===== src/rtl/boost_pkg.sv =====
package boost_pkg;

    // Why the gate is allowed or held off.
    typedef enum logic [1:0] {
        DRV_OFF  = 2'd0,   // converter disabled
        DRV_HOLD = 2'd1,   // inhibited by a protection input or latched fault
        DRV_RUN  = 2'd2    // switching permitted
    } drive_mode_e;

    // Saturate a requested tick count to a limit.
    function automatic int unsigned clamp_ticks(int unsigned req, int unsigned lim);
        return (req > lim) ? lim : req;
    endfunction

endpackage


===== src/rtl/boost_period_timer.sv =====
module boost_period_timer #(
    parameter int PERIOD = 166,
    localparam int CW    = $clog2(PERIOD)
) (
    input  logic          clk_i,
    input  logic          rst_ni,
    input  logic          run_i,
    output logic [CW-1:0] cnt_o,
    output logic          wrap_o
);

    typedef struct packed {
        logic [CW-1:0] cnt;
    } tmr_t;

    tmr_t tmr_d, tmr_q;
    logic last_tick;

    always_comb begin
        tmr_d     = tmr_q;
        last_tick = (tmr_q.cnt == CW'(PERIOD - 1));
        if (!run_i || last_tick) begin
            tmr_d.cnt = '0;
        end else begin
            tmr_d.cnt = tmr_q.cnt + CW'(1);
        end
    end

    always_ff @(posedge clk_i or negedge rst_ni) begin
        if (!rst_ni) tmr_q <= '0;
        else         tmr_q <= tmr_d;
    end

    assign cnt_o  = tmr_q.cnt;
    assign wrap_o = run_i && last_tick;

endmodule


===== src/rtl/boost_pulse_gen.sv =====
module boost_pulse_gen #(
    parameter int PERIOD  = 166,
    parameter int MIN_OFF = 8,
    parameter int DUTY_W  = 8,
    localparam int CW     = $clog2(PERIOD),
    localparam int MAX_ON = PERIOD - MIN_OFF
) (
    input  logic              clk_i,
    input  logic              rst_ni,
    input  logic              en_i,
    input  logic              allow_i,
    input  logic [CW-1:0]     cnt_i,
    input  logic              wrap_i,
    input  logic [DUTY_W-1:0] duty_i,
    input  logic              ilim_i,
    output logic              gate_o
);

    typedef struct packed {
        logic [CW-1:0] on_ticks;  // on-time for the running period
        logic          cut;       // current limit hit in this period
    } pg_t;

    pg_t pg_d, pg_q;
    logic [CW-1:0] clamped;

    always_comb begin
        pg_d    = pg_q;
        clamped = CW'(boost_pkg::clamp_ticks(32'(duty_i), MAX_ON));
        // load the on-time for the next period at its boundary
        if (!en_i || wrap_i) begin
            pg_d.on_ticks = clamped;
        end
        // the cut lasts for the rest of the period only
        if (!en_i || wrap_i) begin
            pg_d.cut = 1'b0;
        end else if (ilim_i) begin
            pg_d.cut = 1'b1;
        end
    end

    always_ff @(posedge clk_i or negedge rst_ni) begin
        if (!rst_ni) pg_q <= '0;
        else         pg_q <= pg_d;
    end

    assign gate_o = allow_i && !pg_q.cut && (cnt_i < pg_q.on_ticks);

endmodule


===== src/rtl/boost_open_led.sv =====
module boost_open_led #(
    parameter int SINKS       = 2,
    parameter int OPEN_CYCLES = 8,
    localparam int NW         = $clog2(OPEN_CYCLES + 1)
) (
    input  logic             clk_i,
    input  logic             rst_ni,
    input  logic             en_i,
    input  logic             wrap_i,
    input  logic             ovp_i,
    input  logic [SINKS-1:0] sink_low_i,
    output logic             fault_o
);

    typedef struct packed {
        logic [NW-1:0] run_len;  // consecutive boundaries with the condition
        logic          fault;
    } ol_t;

    ol_t ol_d, ol_q;
    logic any_low;
    logic cond;

    // any starved sink counts; a single sink needs no reduction
    generate
        if (SINKS == 1) begin : g_one
            assign any_low = sink_low_i[0];
        end else begin : g_many
            assign any_low = |sink_low_i;
        end
    endgenerate

    assign cond = ovp_i && any_low;

    always_comb begin
        ol_d = ol_q;
        if (!en_i) begin
            ol_d = '0;
        end else if (wrap_i) begin
            if (cond) begin
                if (ol_q.run_len == NW'(OPEN_CYCLES - 1)) begin
                    ol_d.fault = 1'b1;
                end
                if (ol_q.run_len != NW'(OPEN_CYCLES)) begin
                    ol_d.run_len = ol_q.run_len + NW'(1);
                end
            end else begin
                ol_d.run_len = '0;
            end
        end
    end

    always_ff @(posedge clk_i or negedge rst_ni) begin
        if (!rst_ni) ol_q <= '0;
        else         ol_q <= ol_d;
    end

    assign fault_o = ol_q.fault;

endmodule


===== src/rtl/boost_ctrl.sv =====
module boost_ctrl #(
    parameter int CLK_HZ        = 100_000_000,
    parameter int SW_HZ         = 600_000,
    parameter int MIN_OFF_TICKS = 8,
    parameter int DUTY_W        = 8,
    parameter int SINKS         = 2,
    parameter int OPEN_CYCLES   = 8
) (
    input  logic              clk_i,
    input  logic              rst_ni,
    input  logic              en_i,
    input  logic [DUTY_W-1:0] duty_i,
    input  logic              ilim_i,
    input  logic              ovp_i,
    input  logic [SINKS-1:0]  sink_low_i,
    input  logic              uvlo_i,
    input  logic              otp_i,
    output logic              gate_o,
    output logic              open_fault_o
);

    import boost_pkg::*;

    localparam int PERIOD = CLK_HZ / SW_HZ;
    localparam int CW     = $clog2(PERIOD);
    localparam int MAX_ON = PERIOD - MIN_OFF_TICKS;

    logic [CW-1:0] cnt_w;
    logic          wrap_w;
    logic          fault_w;
    drive_mode_e   mode;
    logic          allow;

    always_comb begin
        if (!en_i)                          mode = DRV_OFF;
        else if (uvlo_i || otp_i || fault_w) mode = DRV_HOLD;
        else                                mode = DRV_RUN;
    end

    assign allow = (mode == DRV_RUN);

    boost_period_timer #(.PERIOD(PERIOD)) u_timer (
        .clk_i  (clk_i),
        .rst_ni (rst_ni),
        .run_i  (en_i),
        .cnt_o  (cnt_w),
        .wrap_o (wrap_w)
    );

    boost_pulse_gen #(
        .PERIOD  (PERIOD),
        .MIN_OFF (MIN_OFF_TICKS),
        .DUTY_W  (DUTY_W)
    ) u_pulse (
        .clk_i   (clk_i),
        .rst_ni  (rst_ni),
        .en_i    (en_i),
        .allow_i (allow),
        .cnt_i   (cnt_w),
        .wrap_i  (wrap_w),
        .duty_i  (duty_i),
        .ilim_i  (ilim_i),
        .gate_o  (gate_o)
    );

    boost_open_led #(
        .SINKS       (SINKS),
        .OPEN_CYCLES (OPEN_CYCLES)
    ) u_open (
        .clk_i      (clk_i),
        .rst_ni     (rst_ni),
        .en_i       (en_i),
        .wrap_i     (wrap_w),
        .ovp_i      (ovp_i),
        .sink_low_i (sink_low_i),
        .fault_o    (fault_w)
    );

    assign open_fault_o = fault_w;

endmodule


===== config.mk =====
export PLATFORM = sky130hd
export DESIGN_NAME = boost_ctrl
export DESIGN_NICKNAME = d
export VERILOG_FILES = /design/src/rtl/boost_pkg.sv /design/src/rtl/boost_period_timer.sv /design/src/rtl/boost_pulse_gen.sv /design/src/rtl/boost_open_led.sv /design/src/rtl/boost_ctrl.sv
export SDC_FILE = /design/constraint.sdc
export NUM_CORES = 1
export LEC_CHECK = 0
export BUFFER_PORTS_ARGS = -buffer_cell sky130_fd_sc_hd__buf_2
export CAP_MARGIN = 20
export CORE_ASPECT_RATIO = 1.5
export CORE_UTILIZATION = 45
export CTS_BUF_LIST = sky130_fd_sc_hd__clkbuf_2
export DETAILED_ROUTE_END_ITERATION = 10
export GPL_ROUTABILITY_DRIVEN = 0
export PLACE_DENSITY = 0.65
export SLEW_MARGIN = 20
export SYNTH_ARGS = -nofsm -noshare
export SYNTH_HDL_FRONTEND = slang
export SYNTH_HIERARCHICAL = 1
export SYNTH_SLANG_ARGS = --single-unit

===== constraint.sdc =====
create_clock -name clk_i -period 2.1 [get_ports clk_i]
set_input_delay 0.42 -clock clk_i [delete_from_list [all_inputs] [get_ports clk_i]]
set_output_delay 0.42 -clock clk_i [all_outputs]
set_load 0.005 [all_outputs]

* Yosys cells after proc, flatten, opt, wreduce, memory -nomap -nowiden
Index checks and enable logic that the tools add are counted. W data, S select, Z words.
Cells by class: add/sub/neg operators 2, $lt $le $gt $ge 2, equal/unequal tests 8, mux-type cells 12, reductions and logical operators 14
Operators with widths (count):
- $mux W8 | 2
- $mux W5 | 2
- $add A8 B1 Y8 const B | 1
- $eq A8 B8 Y1 const B | 1
- $gt A8 B8 Y1 const B | 1
- $lt A8 B8 Y1 | 1
- $mux W4 | 2
- $ne A2 B1 Y1 const B | 3
- $add A4 B1 Y4 const B | 1
- $eq A4 B3 Y1 const B | 1
- $logic_and A1 B1 Y1 | 4
- $logic_or A1 B1 Y1 | 4
- $mux W1 | 4
- $mux W2 | 2
- $ne A4 B4 Y1 const B | 1
- $ne A3 B3 Y1 const B | 1
- $reduce_and A3 Y1 | 1
- $eq A2 B2 Y1 const B | 1
- $logic_not A1 Y1 | 2
- $reduce_and A2 Y1 | 1
- $reduce_bool A2 Y1 | 1
- $reduce_or A2 Y1 | 1
Word-level totals: bits in registers 22, input bits 17, output and inout port bits 2, logic and storage cells 43

* Depth between registers and ports, before layout
Gate-level depths: netlist of the first run.
depth after elaboration 7, depth in mapped cells 9, mapped depth without buffers 8

* Cells and area by module
The synthesis of the first run kept the hierarchy.
Modules (own cells, without submodules):
- boost_pulse_gen | times used 1, cells each 60, area each 559.3 µm², seq. area each 225.2 µm²
- boost_period_timer | times used 1, cells each 38, area each 391.6 µm², seq. area each 200.2 µm²
- boost_open_led | times used 1, cells each 30, area each 309.0 µm², seq. area each 125.1 µm²
- boost_ctrl | times used 1, cells each 1, area each 15.0 µm², seq. area each 0.0 µm²

* Worst setup path after synthesis of the first run
Ideal clock, no wire load.
path kind reg2reg, from register u_timer.tmr_q (netlist bit u_timer/cnt_o[4]), to register u_pulse/pg_q[1] (netlist name), setup time 126 ps, arrival time 1713 ps, required time 1974 ps, slack 261 ps, cell stages (with the launch flop) 7, path buffers 1, clock period less this slack 1839 ps, cell sequence dfrtp_1 -> or3_1 -> nor3_1 -> nand2b_4 -> buf_6 -> mux2i_1 -> a31oi_1
Between the ends: longest elaborated chain between the ends 3
Ends and longest elaborated chain:
- start, declared | RTL line boost_period_timer.sv:16 | tmr_t tmr_d, tmr_q;
- start signal, assigned | RTL line boost_period_timer.sv:31 | else tmr_q <= tmr_d;
- $eq A8 B8 Y1 | RTL line boost_period_timer.sv:21 | last_tick = (tmr_q.cnt == CW'(PERIOD - 1));
- $logic_and A1 B1 Y1 | RTL line boost_period_timer.sv:35 | assign wrap_o = run_i && last_tick;
- named net wrap_w | RTL line boost_ctrl.sv:29 | logic wrap_w;
- $logic_or A1 B1 Y1 | RTL line boost_pulse_gen.sv:31 | if (!en_i || wrap_i) begin
- end signal, assigned | RTL line boost_pulse_gen.sv:44 | else pg_q <= pg_d;
- end, declared | RTL line boost_pulse_gen.sv:24 | pg_t pg_d, pg_q;
The timed path passes the listed nets, and every way through them passes these cells. A chain may end at the register's enable or synchronous reset.

* Worst setup path after layout of the first run
from register u_pulse/pg_q[6] (netlist name), to output gate_o
Between the ends: longest elaborated chain between the ends 2
Ends and longest elaborated chain:
- $lt A8 B8 Y1 | RTL line boost_pulse_gen.sv:47 | assign gate_o = allow_i && !pg_q.cut && (cnt_i < pg_q.on_ticks);
- $logic_and A1 B1 Y1 | RTL line boost_pulse_gen.sv:47
- end, declared | RTL line boost_ctrl.sv:18 | output logic gate_o,
Every way passes these cells.

==> results_dict.tcl, run 1 <==
set metrics [dict create \
    avgSynthCellArea_um2 9.88 \
    finalHoldViolCount 0 \
    drc 0 \
    synth-seq-area-share_pct 43.2 \
    cts-buffers-inserted 3 \
    rows 23 \
    wl_per_cell_um 13.2 \
    design_area_um2 1490 \
    grt_usage_pct 18.2 \
    viasPerCell 5.33 \
    powerDensity_nw_per_um2 500 \
    rr_startpoint "u_timer/cnt_o[6]" \
    synth_cell_types 36 \
    leakagePower_uw 0.000698 \
    max_freq_ghz 0.489 \
    ys_warn_count 6 \
    synth.top_cell.area_share_pct 43.2 \
    crit_arrival_ns 1.63 \
    syn_to_final_growth_pct 17.2 \
    cp-startpoint "u_pulse/pg_q[6]" \
    clockRootBuffer "clkbuf_2" \
    cp-end-kind "output port" \
    async_flop_share_pct 100 \
    finalCriticalPeriod_ns 2.05 \
    first_pass_iters 4 \
    reg2reg_slack_ns 0.25 \
    reg2reg_depth 7 \
    finalSetupTns_ns 0 \
    layout_common_cells "dfrtp_1 (20), buf_2 (18), nor2_1 (12)" \
    worstHoldPathType "in -> async" \
    antenna_found_initial 0 \
    synth_area_leaders "dfrtp_1 (43%), ha_1 (11%), o21ai_0 (4.3%)" \
    cts.sink_count 22 \
    htreeDepth 1 \
    drive_gt1_share_pct 29.7 \
    io_pins 19 \
    finalWirelength_um 2530 \
    final_common_cell "dfrtp_1" \
    multi_input_area_um2 696 \
    syn_area_um2 1270 \
    fin_crit_sh_pct 97.4 \
    clkTransAtPathRegs_ns 0.19 \
    overflow 0 \
    synth_cells 129 \
    path_class "reg -> out" \
    syn_nets 157 \
    grt_max_degree 23 \
    setup_viol 0 \
    die-width_um 45.5 \
    worst_pin_slew_ns 0.499 \
    synth_area_leader_cell "dfrtp_1" \
    crit_fanout 2 \
    routed-via-count 1023 \
    first_iter_violations 21 \
    ir_drop_v 0.000381 \
    fin_skew_ns 0.00115 \
    worstReg2RegEnd "u_pulse/pg_q[1]" \
    hpwl_um 1890 \
    antenna_cells 0 \
    tritoncts "built" \
    nFillCells 236 \
    ys_seq_elements 22 \
    rsz0062_at_grt "true" \
    worst_setup_path_start_kind "flip-flop" \
    core_area_um2 2680 \
    regArea_um2 553 \
    grt_pass1_wl_um 4130 \
    grt_pass1_vias 980 \
    status "finished clean" \
    ys.flop_type "dfrtp_1" \
    final_nets 185 \
    port_buffers 18 \
    clock_latency_ns 0.31 \
    ant_nets 0 \
    maxCapViolCount 0 \
    cts_buffer_depth 2 \
    start_util_pct 47.6 \
    critPathRequiredTime_ns 1.68 \
    die_area_um2 3050 \
    slew_headroom_pct 66.7 \
    report.final.slew_viol_count 0 \
    synth_edf_count 0 \
    place_area_um2 1400 \
    die_h_um 67.2 \
]
## timing repair
item	in CTS	in global routing
resized for setup	5	3
buffers inserted	2	4
pin swaps	0	3
hold buffers	0	0
endpoints found under the setup margin	1	1
## where the power goes
| part | switching (µW) | internal (µW) | total [µW] | leakage (µW) |
|---|---|---|---|---|
| Clock | 118 | 39.0 | 157 | 0.0000125 |
| Combinational | 71.7 | 57.6 | 129 | 0.000401 |
| Sequential | 14.4 | 446 | 461 | 0.000284 |
| Total | 205 | 543 | 748 | 0.000698 |
## cells by family (layout without fill, tap and decap cells)
kind of cell | count (synthesis) | after routing | share of synthesized area, %
buf+inv | 13 | 39 | 5.00
simple gates | 44 | 44 | 20.8
xor+xnor | 3 | 3 | 2.06
fa+ha+maj | 11 | 11 | 10.8
flops | 22 | 22 | 43.2
compound gates | 34 | 34 | 16.2
mux | 2 | 2 | 1.96
## through the flow
stage,hold WS [ns],setup WS [ns],power [µW],cells,utilization (%)
2_1_floorplan,0.124,0.261,540,129,-
3_3_place_gp,0.417,0.364,580,183,52.2
3_5_place_dp,0.418,0.282,586,183,52.2
4_1_cts,0.0305,0.0162,754,188,54.2
5_1_grt,0.0434,-0.0540,792,192,55.8
6_report,0.0341,0.0539,748,192,55.8
## critical path, cell delays in order (launching register included)
cell,delay (ns)
dfrtp_1,0.41
inv_2,0.08
ha_4,0.21
a211oi_2,0.22
o211ai_1,0.12
a21oi_1,0.14
buf_2,0.13
## worst max-delay path by stage
stage | endpoint | slack [ns] | cells past startpoint
6_report | gate_o | 0.05 | 6
5_1_grt | gate_o | -0.05 | 5
3_5_place_dp | gate_o | 0.28 | 5
2_1_floorplan | u_pulse/pg_q[1] | 0.26 | 6
3_3_place_gp | gate_o | 0.36 | 5
4_1_cts | gate_o | 0.02 | 5
## synthesized netlist by cell type (all sizes together), types with 2 or more instances
library cell	n
buf	2
o21a	2
nand3	4
o21ai	20
inv	11
a21oi	5
a211oi	2
ha	11
nand3b	4
nor3	2
o211ai	2
nand4	3
dfrtp	22
nand2b	2
nor2	12
nor2b	2
or3	3
nand2	8
xor2	2
## routing by layer
metal	global-route usage [%]	part of all wire, %	vias to the layer above
li1	-	-	508
met1	22.0	42	476
met2	32.3	53	31
met3	1.60	3.4	8
met4	6.82	1.9	0
met5	0	0	-
## final cells by class
| type | instances | area share [%] |
|---|---|---|
| timing repair buffer | 25 | 9.55 |
| sequential | 22 | 37.0 |
| tap | 37 | 3.10 |
| inverter | 11 | 2.76 |
| multi-input combinational | 94 | 46.6 |
| clock buffer | 3 | 1.01 |
## registers in the layout (all words and copies together) (netlist names)
signal and count:
u_open/ol_q 4, u_pulse/pg_q 9, u_timer/cnt_o 8, u_open/fault_o 1
Power figures use the tool's default switching activity.
==> run 2: changes to the inputs <==
--- a/config.mk
+++ b/config.mk
@@ -10,5 +10,5 @@
 export CORE_ASPECT_RATIO = 1.5
 export CORE_UTILIZATION = 45
-export CTS_BUF_LIST = sky130_fd_sc_hd__clkbuf_2
+export CTS_BUF_LIST = sky130_fd_sc_hd__clkbuf_8
 export DETAILED_ROUTE_END_ITERATION = 10
 export GPL_ROUTABILITY_DRIVEN = 0
==> constraint.sdc (replaced) <==
create_clock -name clk_i -period 2.1 [get_ports clk_i]
set_input_delay 0.42 -clock clk_i [delete_from_list [all_inputs] [get_ports clk_i]]
set_output_delay 0.42 -clock clk_i [all_outputs]
set_load 0.1 [all_outputs]
==> run 2 against run 1 <==
The run now ends with negative setup slack left. Flip-flop and latch count unchanged. First-iteration DRC count shrank 14%. Clock skew increased by 0.0049 ns. Fmax fell by 3.0%. Largest cell class unchanged. Die area stayed put. Total power is 21% higher. Worst hold slack better by 0.079 ns. Largest power group unchanged. Register-to-register slack lost 0.04 ns. Combinational power rose by 9%.
==> results_dict.tcl, run 2 (synthesis gave the netlist of run 1 again) <==
set metrics [dict create \
    status "finished with violations" \
    violations "negative setup slack" \
    ir_drop_v 0.000497 \
    cts.sink_count 22 \
    critPathRequiredTime_ns 1.68 \
    switching_share_pct 25.5 \
    final_util_pct 57.5 \
    die_area_um2 3050 \
    reg2reg_depth 7 \
    drc 0 \
    maxCapViolCount 0 \
    reg2reg_slack_ns 0.21 \
    fin_skew_ns 0.00607 \
    die-width_um 45.5 \
    first_iter_violations 18 \
    final_common_cell "dfrtp_1" \
    finalCriticalPeriod_ns 2.11 \
    regArea_um2 552 \
    htreeDepth 1 \
    path_class "reg -> out" \
    start_util_pct 47.6 \
    crit_chain "inv_2 > ha_4 > a211oi_2 > o211ai_1 > a21oi_4 > buf_12" \
    drive_gt1_share_pct 29.0 \
    dp_cells 185 \
    grt_pass1_wl_um 4340 \
    tritoncts "built" \
    rsz0062_at_grt "true" \
    multi_input_area_um2 694 \
    setup_viol 1 \
    fin_crit_sh_pct 100 \
    worstHoldPathType "in -> async" \
    grt_usage_pct 19.5 \
    finalWirelength_um 2610 \
    core_area_um2 2680 \
    antenna_cells 0 \
    layout_common_cells "dfrtp_1 (21), buf_2 (17), nor2_1 (12)" \
    overflow 0 \
    worst_setup_path_start_kind "flip-flop" \
    hpwl_um 1930 \
    worstReg2RegEnd "u_pulse/pg_q[1]" \
    finalHoldViolCount 0 \
    crit_arrival_ns 1.69 \
    cp-startpoint "u_pulse/pg_q[6]" \
    cts-buffers-inserted 3 \
    port_buffers 18 \
    clock_latency_ns 0.26 \
    whs_ns 0.113 \
    crit_fanout 2 \
    io_pins 19 \
    die_h_um 67.2 \
    viasPerCell 5.24 \
    power.share.sequential_pct 50.9 \
    worst_pin_slew_ns 0.490 \
    routed-via-count 1007 \
    regMostFlops "u_pulse/pg_q" \
    rr_startpoint "u_timer/cnt_o[6]" \
    rows 23 \
    clockRootBuffer "clkbuf_8" \
    cts_buffer_depth 2 \
    power.internal_uw 673 \
    p_total_uw 904 \
    clockPowerShare_pct 33.5 \
    grt_pass1_vias 1053 \
    max_stage_delay_ns 0.38 \
    cp_slowest_cell "dfrtp_1" \
    fin_cells 192 \
    hold_buffers 0 \
    combPwrFrac_pct 15.6 \
    ant_nets 0 \
    final_nets 184 \
    clkTransAtPathRegs_ns 0.08 \
    p_switching_uw 231 \
    fin_ws_ns -0.00869 \
    leakagePower_uw 0.000715 \
    crit_end "gate_o" \
    nFillCells 256 \
    slew_headroom_pct 67.3 \
    antenna_found_initial 0 \
    wl_per_cell_um 13.6 \
    report.final.slew_viol_count 0 \
    place_ws_ns 0.193 \
    first_pass_iters 4 \
    max_freq_ghz 0.474 \
    grt_max_degree 23 \
    powerDensity_nw_per_um2 587 \
    largest_reg_flops 9 \
    cp-end-kind "output port" \
    syn_to_final_growth_pct 20.7 \
]
## run 2: cell types whose count changed in the layout (fill, tap and decap cells not counted), sizes merged
cell	change
buf	-1
clkbuf	+1
## run 2: how the worst min path moves through the flow
stage | end | startpoint | slack, ns
floorplan | u_open/fault_o | rst_ni | 0.12
global placement | u_open/ol_q[1] | rst_ni | 0.41
detailed placement | u_open/ol_q[1] | rst_ni | 0.42
CTS | u_open/ol_q[1] | rst_ni | 0.13
global route | u_open/ol_q[1] | rst_ni | 0.15
finish | u_timer/cnt_o[6] | rst_ni | 0.11
## run 2: per-layer routing
metal / share of wire [%] / routed length, µm / global-route usage [%] / up-vias
met5: 0 / 0 / 0 / -
met4: 1.5 / 38 / 7.95 / 0
met3: 2.0 / 51 / 2.41 / 4
met2: 55 / 1440 / 34.6 / 15
met1: 41 / 1080 / 22.7 / 481
li1: - / - / - / 507
## run 2: timing repair
action | CTS | global route
pin swaps | 3 | 2
setup buffers | 2 | 1
gates resized for setup | 2 | 2
hold endpoints to repair | 0 | 0
endpoints found under the setup margin | 1 | 1
## run 2: critical path, delay by kind of cell, from the launching register on
kind	cells	cell delay (ns)
compound gates	3	0.57
fa+ha+maj	1	0.21
buf+inv	2	0.27
flops	1	0.38
## run 2: stage by stage
stage	instance area (µm²)	TNS [ns]
2_1_floorplan	1290	0
3_3_place_gp	1440	0
3_5_place_dp	1440	0
4_1_cts	1520	0
5_1_grt	1540	-0.100
6_report	1540	-0.00869
## run 2: final cells by class
type | instances | area share [%]
Multi-Input combinational cell | 94 | 45.1
Sequential cell | 22 | 35.9
Timing Repair Buffer | 24 | 9.76
Clock buffer | 4 | 3.58
Tap cell | 37 | 3.01
Inverter | 11 | 2.68
## run 2: power by group through the flow
| stage | clock network (µW) | logic (µW) | registers, µW |
|---|---|---|---|
| detailed placement | 0 | 135 | 468 |
| floorplan | 0 | 85.6 | 465 |
| CTS | 314 | 139 | 460 |
| global placement | 0 | 129 | 468 |
| finish | 303 | 141 | 460 |
| global route | 323 | 161 | 462 |
